**src/rtl/refresh_sequencer.sv**
```systemverilog
module refresh_sequencer #(
  parameter int N_PARAM     = 48,
  parameter int VAL_W       = 10,
  parameter int PASS_CYCLES = 20_000_000
) (
  input  logic                                 clk,
  input  logic                                 rst_n,
  input  logic [VAL_W-1:0]                     probe_val,
  input  logic [VAL_W-1:0]                     ref_val,
  output logic [(N_PARAM>1?$clog2(N_PARAM):1)-1:0] sel_addr,
  output logic                                 step_up,
  output logic                                 step_pulse
);

  localparam int DWELL = PASS_CYCLES / N_PARAM;
  localparam int AW    = N_PARAM > 1 ? $clog2(N_PARAM) : 1;
  localparam int CW    = DWELL > 1 ? $clog2(DWELL) : 1;
  localparam logic [CW-1:0] LAST   = CW'(DWELL - 1);
  localparam logic [CW-1:0] DECIDE = CW'(DWELL - 2);
  localparam logic [AW-1:0] TOP    = AW'(N_PARAM - 1);

  logic [CW-1:0] tick;
  logic [AW-1:0] addr_q;
  logic          pulse_q, up_q;

  wire [VAL_W:0] p_ext = {1'b0, probe_val};
  wire [VAL_W:0] r_ext = {1'b0, ref_val};
  wire too_low   = (p_ext + (VAL_W+1)'(1)) < r_ext;
  wire too_high  = p_ext > (r_ext + (VAL_W+1)'(1));
  wire at_decide = (tick == DECIDE);
  wire at_last   = (tick == LAST);

  always_ff @(posedge clk or negedge rst_n) begin
    if (!rst_n) begin
      tick   <= '0;
      addr_q <= '0;
    end else if (at_last) begin
      tick   <= '0;
      addr_q <= (addr_q == TOP) ? '0 : addr_q + 1'b1;
    end else begin
      tick   <= tick + 1'b1;
    end
  end

  always_ff @(posedge clk or negedge rst_n) begin
    if (!rst_n) begin
      pulse_q <= 1'b0;
      up_q    <= 1'b0;
    end else begin
      pulse_q <= at_decide && (too_low || too_high);
      if (at_decide && too_low)       up_q <= 1'b1;
      else if (at_decide && too_high) up_q <= 1'b0;
    end
  end

  assign sel_addr   = addr_q;
  assign step_pulse = pulse_q;
  assign step_up    = up_q;

  p_addr_hold_r2: assert property (@(posedge clk) disable iff (!rst_n)
    !at_last |=> $stable(sel_addr));

  p_addr_step_r2: assert property (@(posedge clk) disable iff (!rst_n)
    (at_last && sel_addr != TOP) |=> sel_addr == AW'($past(sel_addr) + 1'b1));

  p_addr_wrap_r3: assert property (@(posedge clk) disable iff (!rst_n)
    (at_last && sel_addr == TOP) |=> sel_addr == '0);

  p_pulse_slot_r4: assert property (@(posedge clk) disable iff (!rst_n)
    step_pulse |-> at_last);

  p_pulse_single_r4: assert property (@(posedge clk) disable iff (!rst_n)
    step_pulse |=> !step_pulse);

  p_raise_r5: assert property (@(posedge clk) disable iff (!rst_n)
    (at_decide && ref_val > probe_val && (ref_val - probe_val) > VAL_W'(1))
      |=> (step_pulse && step_up));

  p_lower_r6: assert property (@(posedge clk) disable iff (!rst_n)
    (at_decide && probe_val > ref_val && (probe_val - ref_val) > VAL_W'(1))
      |=> (step_pulse && !step_up));

  p_deadband_r7: assert property (@(posedge clk) disable iff (!rst_n)
    (at_decide && ((ref_val >= probe_val) ? (ref_val - probe_val) <= VAL_W'(1)
                                          : (probe_val - ref_val) <= VAL_W'(1)))
      |=> !step_pulse);

endmodule

```
**config.mk**
```make
export PLATFORM = sky130hd
export DESIGN_NAME = refresh_sequencer
export DESIGN_NICKNAME = d
export VERILOG_FILES = /design/src/rtl/refresh_sequencer.sv
export SDC_FILE = /design/constraint.sdc
export NUM_CORES = 1
export LEC_CHECK = 0
export ABC_AREA = 1
export BUFFER_PORTS_ARGS = -buffer_cell sky130_fd_sc_hd__buf_2
export CORE_AREA = 2 2 73 75
export DETAILED_ROUTE_END_ITERATION = 8
export DIE_AREA = 0 0 75 77
export PLACE_DENSITY = 0.76
export SYNTH_ARGS = -nofsm -noshare
export SYNTH_HDL_FRONTEND = slang
export SYNTH_SLANG_ARGS = --single-unit
```
**constraint.sdc**
```tcl
create_clock -name clk -period 3.63 [get_ports clk]
set_clock_uncertainty 0.15 [all_clocks]
set_input_delay 0.726 -clock clk [delete_from_list [all_inputs] [get_ports clk]]
set_output_delay 0.726 -clock clk [all_outputs]
set_load 0.005 [all_outputs]
```
After elaboration in Yosys (flattened, before gate mapping). Index checks and enable logic that the tools add are counted.

Register bits: 27. Bits in latches: 0. RAM bits: 0. Memory bits (read-only): 0. Output and inout port bits: 8. Memories kept: 0.

Add/sub/neg operators: 4. Multiply operators: 0. Divide/modulo/power cells: 0. Magnitude comparators: 2. Equality and inequality tests: 3. Shifts and indexed selects: 0. Mux-type cells: 4. Bitwise logic cells: 0. Reduce and logical (&&, ||, !) cells: 5.

Operators with widths (number): 19-bit equality test, second input constant (2); 10-bit by 1-bit adder with 11-bit output, second input constant (2); 19-bit by 1-bit adder with 19-bit output, second input constant (1); 19-bit two-way mux (1); 10-bit by 11-bit greater-than comparator with 1-bit output (1); 11-bit by 10-bit < comparator with 1-bit output (1); 6-bit by 1-bit adder with 6-bit output, second input constant (1); 6-bit equality test, second input constant (1); 6-bit two-way mux (1); 1-bit logical AND (3); 1-bit two-way mux (2); 2-bit nonzero test (1); 1-bit logical OR (1).

Depth between registers and ports, before layout. Gate-level depths: netlist of run 1.

Depth after elaboration: 5. Depth in mapped cells: 18. Depth with buffers taken out: 18.

Worst setup path after synthesis of run 1. No wires, ideal clock.

Path type: in2reg. From: input port ref_val[0]. To: register up_q, in the netlist step_up. Data arrival time: 2.247 ns. Data required time: 3.363 ns. Path slack: 1.117 ns. Stages on the path: 18. Buffers on the path: 0. Path through: ha_1 nand3_1 nor3_2 nand3_1 nand2_1 nand2_1 ha_1 nand2_1 inv_1 nand2_1 nor2_1 nand2_1 nand2_1 nand2_1 nand2_1 nand2_1 nand2_1 nand2_1.

Word-level cells in the longest chain between the ends: 4. Elaborated cells on any way between the ends: 7.

Ends and longest elaborated chain: start: declaration (RTL line 9) `input logic [VAL_W-1:0] ref_val,`; 10-bit by 1-bit adder with 11-bit output (RTL line 29) `wire too_high = p_ext > (r_ext + (VAL_W+1)'(1));`; 10-bit by 11-bit greater-than comparator with 1-bit output (RTL line 29); 1-bit logical AND (RTL line 52) `else if (at_decide && too_high) up_q <= 1'b0;`; 2-bit nonzero test (no source line); end signal: assignment (RTL line 48) `up_q <= 1'b0;`; end signal: assignment (RTL line 51) `if (at_decide && too_low) up_q <= 1'b1;`; end signal: assignment (RTL line 52); end: declaration (RTL line 24) `logic pulse_q, up_q;`.

Parallel ways exist; a longest one is shown, timed or not. A chain may end at the register's enable or synchronous reset.

Final worst setup path of run 1. Same ends and word-level chain as after synthesis.

==> results.md, run 1 <==
* Seq/Total Area, Yosys at 28.2%
* Register area at 676 um2
* Final-report max-slew violation count at 0
* Core footprint at 4980 um2
* Worst-margin pin slew at 0.605 ns
* Max Fclk at 0.390 GHz
* CTS tree: yes
* Status: completed
* DIE WIDTH at 75 um
* Ys flop type: dfrtp_1
* Area occupied by multi-input gates at 1480 um2
* Layout cells sized above 1 at 14.7%
* Slew HR at 59.7%
* Max cap viols at 0
* Gpl congestion at 0.845
* Synthesized area per cell at 7.12 um2
* Top cell type's share of synthesized area at 28.2%
* Vias in the first global route at 2103
* GRT overflow at 0
* CTS buffer count at 3
* I/O pin count at 30
* Setup TNS at 0 ns
* Fillers at 471
* Clock sinks at 27
* First-pass DRT Iterations at 4
* Antenna-violating nets left at 0
* Nets at 417
* Worst path max stage delay at 0.28 ns
* Final HPWL DP at 4090 um
* Fin cells at 438
* Number of library cell types mapped by synthesis at 27
* Ys Warns at 0
* Via count at 2146
* Async S/R FF share, synth at 100%
* Layout overhead on the synthesized area at 11.4%
* Largest net degree at the start of global routing at 28
* Critical-path maximum fanout at 7
* Mapped Area at 2390 um2
* Leak at 0.00139 uW
* Worst hold path class: input pin to async pin
* Crit path arrival time at 2.59 ns
* Total power at 580 uW
* Tot GR Track Use at 19.5%
* Pwr dens at 217 nW/um2
* VDD IR-drop max at 0.136 mV
* Most frequent CP cell: nand2_1
* Antenna violations before repair at 0
* Vias per std cell at 4.90
* Setup crit start kind: input pin
* Global-route wire length before repair at 9160 um
* Worst skew pair latency at 0.28 ns
* Leading area contributor after synthesis: dfrtp_1
* Synth Register Bits at 27
* Mapped Nets at 384
* Hold-fix buffers at CTS at 0
* DP Cell Count at 434
* Worst path top cell family by delay: simple AND/OR/NAND/NOR gates
* Routed wire length per instance at 11.2 um
* Longest Clk Path Bufs at 2
* Post-synth EDFFs at 0
* Commonest cells post-synth: nand2_1 (85), inv_1 (57), nor2_1 (34)
* Root buffer cell: clkbuf_8
* Die Height at 77 um
* H-tree Lvls at 1
* Final Hold Fails at 0
* Slowest CP cell: ha_1
* # rows at 26
* RSZ-0062 raised after global routing: no
* Count leader, synth: nand2_1
* Buf/Inv on CP at 2
* Initial Utilization at 48.1%
* Die area at 5780 um2
* DRC at 0
* CTS clk-pin slew, worst paths at 0.09 ns
* Port Buffers at 29
* Core Util, Final at 53.5%
* Syn Inst Count at 336
* Synth top area cells: dfrtp_1 (28%), ha_1 (14%), nand2_1 (13%)
* CP Launch Point: ref_val[0]
* Initial DRC count at 92
* Total wire length at 4910 um
* Final setup violation count at 0
* Critical Path Sink Type: register
* Tmin final at 2.57 ns
* WS Path Type: input pin to register
* Final Cycle Share at 70.7%
* WP data required at 3.66 ns
* Critical-path cell list: buf_2 > ha_1 > nand3_1 > nor3_2 > nand3_1 > nand2_1 > nand2_1 > ha_1 > nand2_1 > inv_1 > nand2_1 > nor2_1 > nand2_1 > nand2_1 > nand2_1 > nand2_1 > nand2_1 > nand2_1 > nand2_1
* Diode count at 0
* FF-to-FF Start: tick[1]
* Post-CTS Setup Repair Bufs at 0
* Resize count post-CTS at 0
## per-stage QoR
stage	cell area (um2)	setup WS, ns	hold slack [ns]
final	2670	1.06	0.295
after global routing	2670	0.787	0.352
after CTS	2670	1.05	0.320
after detailed placement	2620	0.754	0.330
after global placement	2620	0.817	0.335
after floorplan	2390	1.12	0.280
## path summary, 6_finish.rpt
kind                          endpoint  slack (ns)  depth (start not counted)
setup / recovery               step_up        1.06                         19
setup reg to reg           sel_addr[0]        1.81                          8
hold reg to reg                step_up        0.35                          2
min in group clk               step_up        0.35                          2
hold / removal                tick[13]        0.29                          1
max in group asynchronous      tick[4]        2.63                          1
## registers in the layout (all words and copies together) (netlist names)
name / flops
step_pulse: 1
tick: 19
sel_addr: 6
step_up: 1
## cell usage in the layout, fill, tap and decap left out, types with 2 or more instances in the layout
cell / count
nor2_1: 34
inv_1: 57
nand3_2: 4
a21oi_1: 6
nand2_2: 2
nand3_1: 18
xor2_1: 21
inv_2: 4
o21ai_1: 5
xnor2_1: 4
nor3_2: 3
ha_1: 26
nor3_1: 10
nor2_2: 3
dfrtp_1: 27
nand3b_1: 3
clkbuf_8: 3
nor2_4: 3
buf_2: 29
nand2_1: 85
nand4_1: 7
o21ai_0: 7
## final cells by class
| class | instances | share of cell area, % |
|---|---|---|
| timing repair buffer | 29 | 5.45 |
| clock buffer | 4 | 1.69 |
| inverter | 61 | 8.59 |
| tap | 70 | 3.29 |
| multi-input combinational | 247 | 55.6 |
| sequential | 27 | 25.4 |
## layer usage
layer  vias to the layer above  global-route usage (%)  share of wire, %
li1                       1120                       -                 -
met1                       979                    25.7                46
met2                        40                    33.2                50
met3                         7                    3.29               3.6
met4                         0                    3.75               1.1
met5                         -                       0                 0
## power breakdown
group	total (uW)	switching [uW]	internal (uW)
registers	300	0	300
clock network	173	94.3	78.8
logic	106	63.9	42.0
total	580	158	421
## kinds of logic (layout without fill, tap and decap cells)
group                      count (synthesis)  after routing  share of synthesized area (%)
AOI/OAI and AO/OA                         20             20                           4.34
xor gates and xnor gates                  25             25                           9.15
adders and majority gates                 26             26                           13.6
buffers and inverters                     62             94                           9.78
DFF                                       27             27                           28.2
and+or+nand+nor                          176            176                           34.9
Power figures use the tool's default switching activity.
==> run 2: changes to the inputs <==
Settings changed: ABC_AREA 1 to 0, CORE_AREA 2 2 73 75 to 2 2 68 70, DIE_AREA 0 0 75 77 to 0 0 70 72, PLACE_DENSITY 0.76 to 0.77.
Clock period 3.63 ns to 2.4 ns, I/O delays scaled along.
==> run 2 against run 1 <==
The run now ends with negative setup slack left. Register-to-register slack worse by 1.4 ns. Synthesized cell count is 32% lower. Critical path depth is 7 lower. First-iteration DRC count is 1.1% lower. Non-clock buffer count is 27 higher. Combinational power is 99% higher. Die area is 13% lower. Via count is 15% lower. Largest cell class unchanged. Largest power group unchanged.
==> results.md, run 2 <==
* Status: finished with violations
* Failing checks: negative setup slack
* CTS clk-pin slew, worst paths at 0.09 ns
* WS Path Type: input pin to register
* RR Endpoint: step_up
* Port Buffers at 29
* FF-to-FF Start: tick[13]
* Critical path endpoint: step_up
* Count leader, synth: dfrtp_1
* Longest Clk Path Bufs at 2
* Total power at 925 uW
* Number of library cell types mapped by synthesis at 43
* Largest register FFs at 19
* Largest net degree at the start of global routing at 28
* Ys Warns at 0
* Final-report max-slew violation count at 0
* Final Hold Fails at 0
* Final worst slack at -0.0291 ns
* Setup crit start kind: input pin
* Die Height at 72 um
* Antenna-violating nets left at 0
* RSZ-0062 raised after global routing: yes
* Max Fclk at 0.412 GHz
* Top cell type's share of synthesized area at 32.5%
* Worst skew pair latency at 0.27 ns
* Reg2Reg Depth at 5
* # rows at 24
* Layout cells sized above 1 at 26.7%
* WP data required at 2.40 ns
* H-tree Lvls at 1
* Ys flop type: dfrtp_1
* Synth Area in XOR/XNOR at 13.5%
* Largest family of logic cells by synthesized area: simple AND/OR/NAND/NOR gates
* VDD IR-drop max at 0.316 mV
* R2R Setup Slk at 0.42 ns
* DIE WIDTH at 70 um
* Total wire length at 4600 um
* Core footprint at 4260 um2
* First-pass DRT Iterations at 4
* Layout overhead on the synthesized area at 27.5%
* Leading area contributor after synthesis: dfrtp_1
* Diode count at 0
* Async S/R FF share, synth at 100%
* CTS tree: yes
* Via count at 1820
* Leak at 0.00129 uW
* Final Cycle Share at 101%
* Worst hold path class: input pin to async pin
* Slew HR at 60.9%
* Synth Area in Adders at 15.7%
* Most frequent cells in the layout: buf_2 (27), buf_4 (27), dfrtp_1 (27), ha_1 (25), nor2_1 (22)
* Vias in the first global route at 1750
* Seq/Total Area, Yosys at 32.5%
* Die area at 5040 um2
* Synth Area in Compound Gates at 7.71%
* I/O pin count at 30
* Hold-fix buffers at CTS at 0
* Initial Utilization at 48.7%
* Mapped Area at 2080 um2
* Synth Register Bits at 27
* Pwr dens at 349 nW/um2
* Critical-path maximum fanout at 3
* Root buffer cell: clkbuf_8
* Syn Inst Count at 229
* Max cap viols at 0
* Routed wire length per instance at 13.5 um
* Gpl congestion at 0.843
* Setup TNS at -0.0427 ns
* Synthesized area per cell at 9.08 um2
* Clock sinks at 27
* Final setup violation count at 2
* Tot GR Track Use at 19.4%
* Nets at 337
* Commonest cells post-synth: dfrtp_1 (27), ha_1 (26), nand3_1 (23), nor2_1 (23), xnor2_1 (21)
* CTS buffer count at 3
* Global-route wire length before repair at 7920 um
* CP Launch Point: ref_val[1]
* Top reg by flops: tick
* Post-synthesis simple-gate area fraction at 26.1%
* DRC at 0
* GRT overflow at 0
* Vias per std cell at 5.35
* Post-synth EDFFs at 0
* Core Util, Final at 62.1%
* Mapped Nets at 277
* Initial DRC count at 91
* Tmin final at 2.43 ns
* Min Hold Slack at 0.0491 ns
* Mux share of post-synthesis cell area at 1.57%
* Antenna violations before repair at 0
* Synth top area cells: dfrtp_1 (33%), ha_1 (16%), xnor2_1 (8.9%)
* Final HPWL DP at 3630 um
* Crit path arrival time at 2.43 ns
* Critical Path Sink Type: register
* Worst-margin pin slew at 0.587 ns
[run 2: cell types whose count changed after synthesis, moves of 4 or more]
cell	before	now
nand2_1	85	19
and3_1	0	4
nor3_1	10	6
nand3_1	18	23
nor2_1	34	23
o21ai_1	5	0
inv_2	4	0
xnor2_1	4	21
inv_1	57	15
xor2_1	21	11
[run 2: repair_timing]
action                                  in CTS  in global routing
pin swaps                                    3                 10
endpoints found under the setup margin       2                  2
hold endpoints to repair                     0                  0
setup buffers                                0                  2
resized for setup                            0                 13
[run 2: worst min-delay path by stage]
stage | start | end | slack [ns]
2_1_floorplan | rst_n | sel_addr[0] | 0.03
3_3_place_gp | sel_addr[5] | sel_addr[5] | 0.34
3_5_place_dp | sel_addr[5] | sel_addr[5] | 0.35
4_1_cts | rst_n | tick[11] | 0.08
5_1_grt | rst_n | tick[11] | 0.10
6_report | rst_n | tick[11] | 0.05
[run 2: report_power, final]
part | internal (uW) | switching (uW)
combinational | 104 | 107
clock | 119 | 136
sequential | 457 | 1.71
total | 680 | 245
[run 2: cells by family (layout without fill, tap and decap cells)]
logic type / count (synthesis) / in the layout
flops: 27 / 27
xor+xnor: 32 / 32
buf+inv: 16 / 75
fa+ha+maj: 26 / 26
compound gates: 25 / 25
simple gates: 100 / 100
mux: 3 / 3
[run 2: worst max-delay path, cell delays in order]
cell     delay, ns
buf_8         0.08
ha_4          0.14
nand3_4       0.08
nor3_4        0.26
nand3_2       0.13
xnor2_2       0.14
ha_1          0.29
nand4_1       0.13
nor2_2        0.07
a32o_2        0.24
nor4_4        0.28
o22ai_1       0.11
[run 2: final cells by class]
type                            instances  area, um2
Multi-Input combinational cell        186       1440
Timing Repair Buffer                   56        368
Tap cell                               52       65.1
Fill cell                             331       1610
Sequential cell                        27        676
Clock buffer                            4       45.0
Inverter                               15       56.3
[run 2: routing by layer]
layer	up-vias	routed length [um]	global-route usage, %
met4	0	79	4.49
met3	9	172	2.08
met2	41	2200	33.4
li1	928	-	-
met1	842	2150	26.5
met5	-	0	0
[run 2: per-stage QoR]
step | instances | worst slack (ns) | cell area, um2
floorplan | 229 | -0.0188 | 2130
global placement | 334 | -0.249 | 2520
detailed placement | 334 | -0.329 | 2520
CTS | 338 | 0.00172 | 2570
global route | 340 | -0.149 | 2650
finish | 340 | -0.0291 | 2650
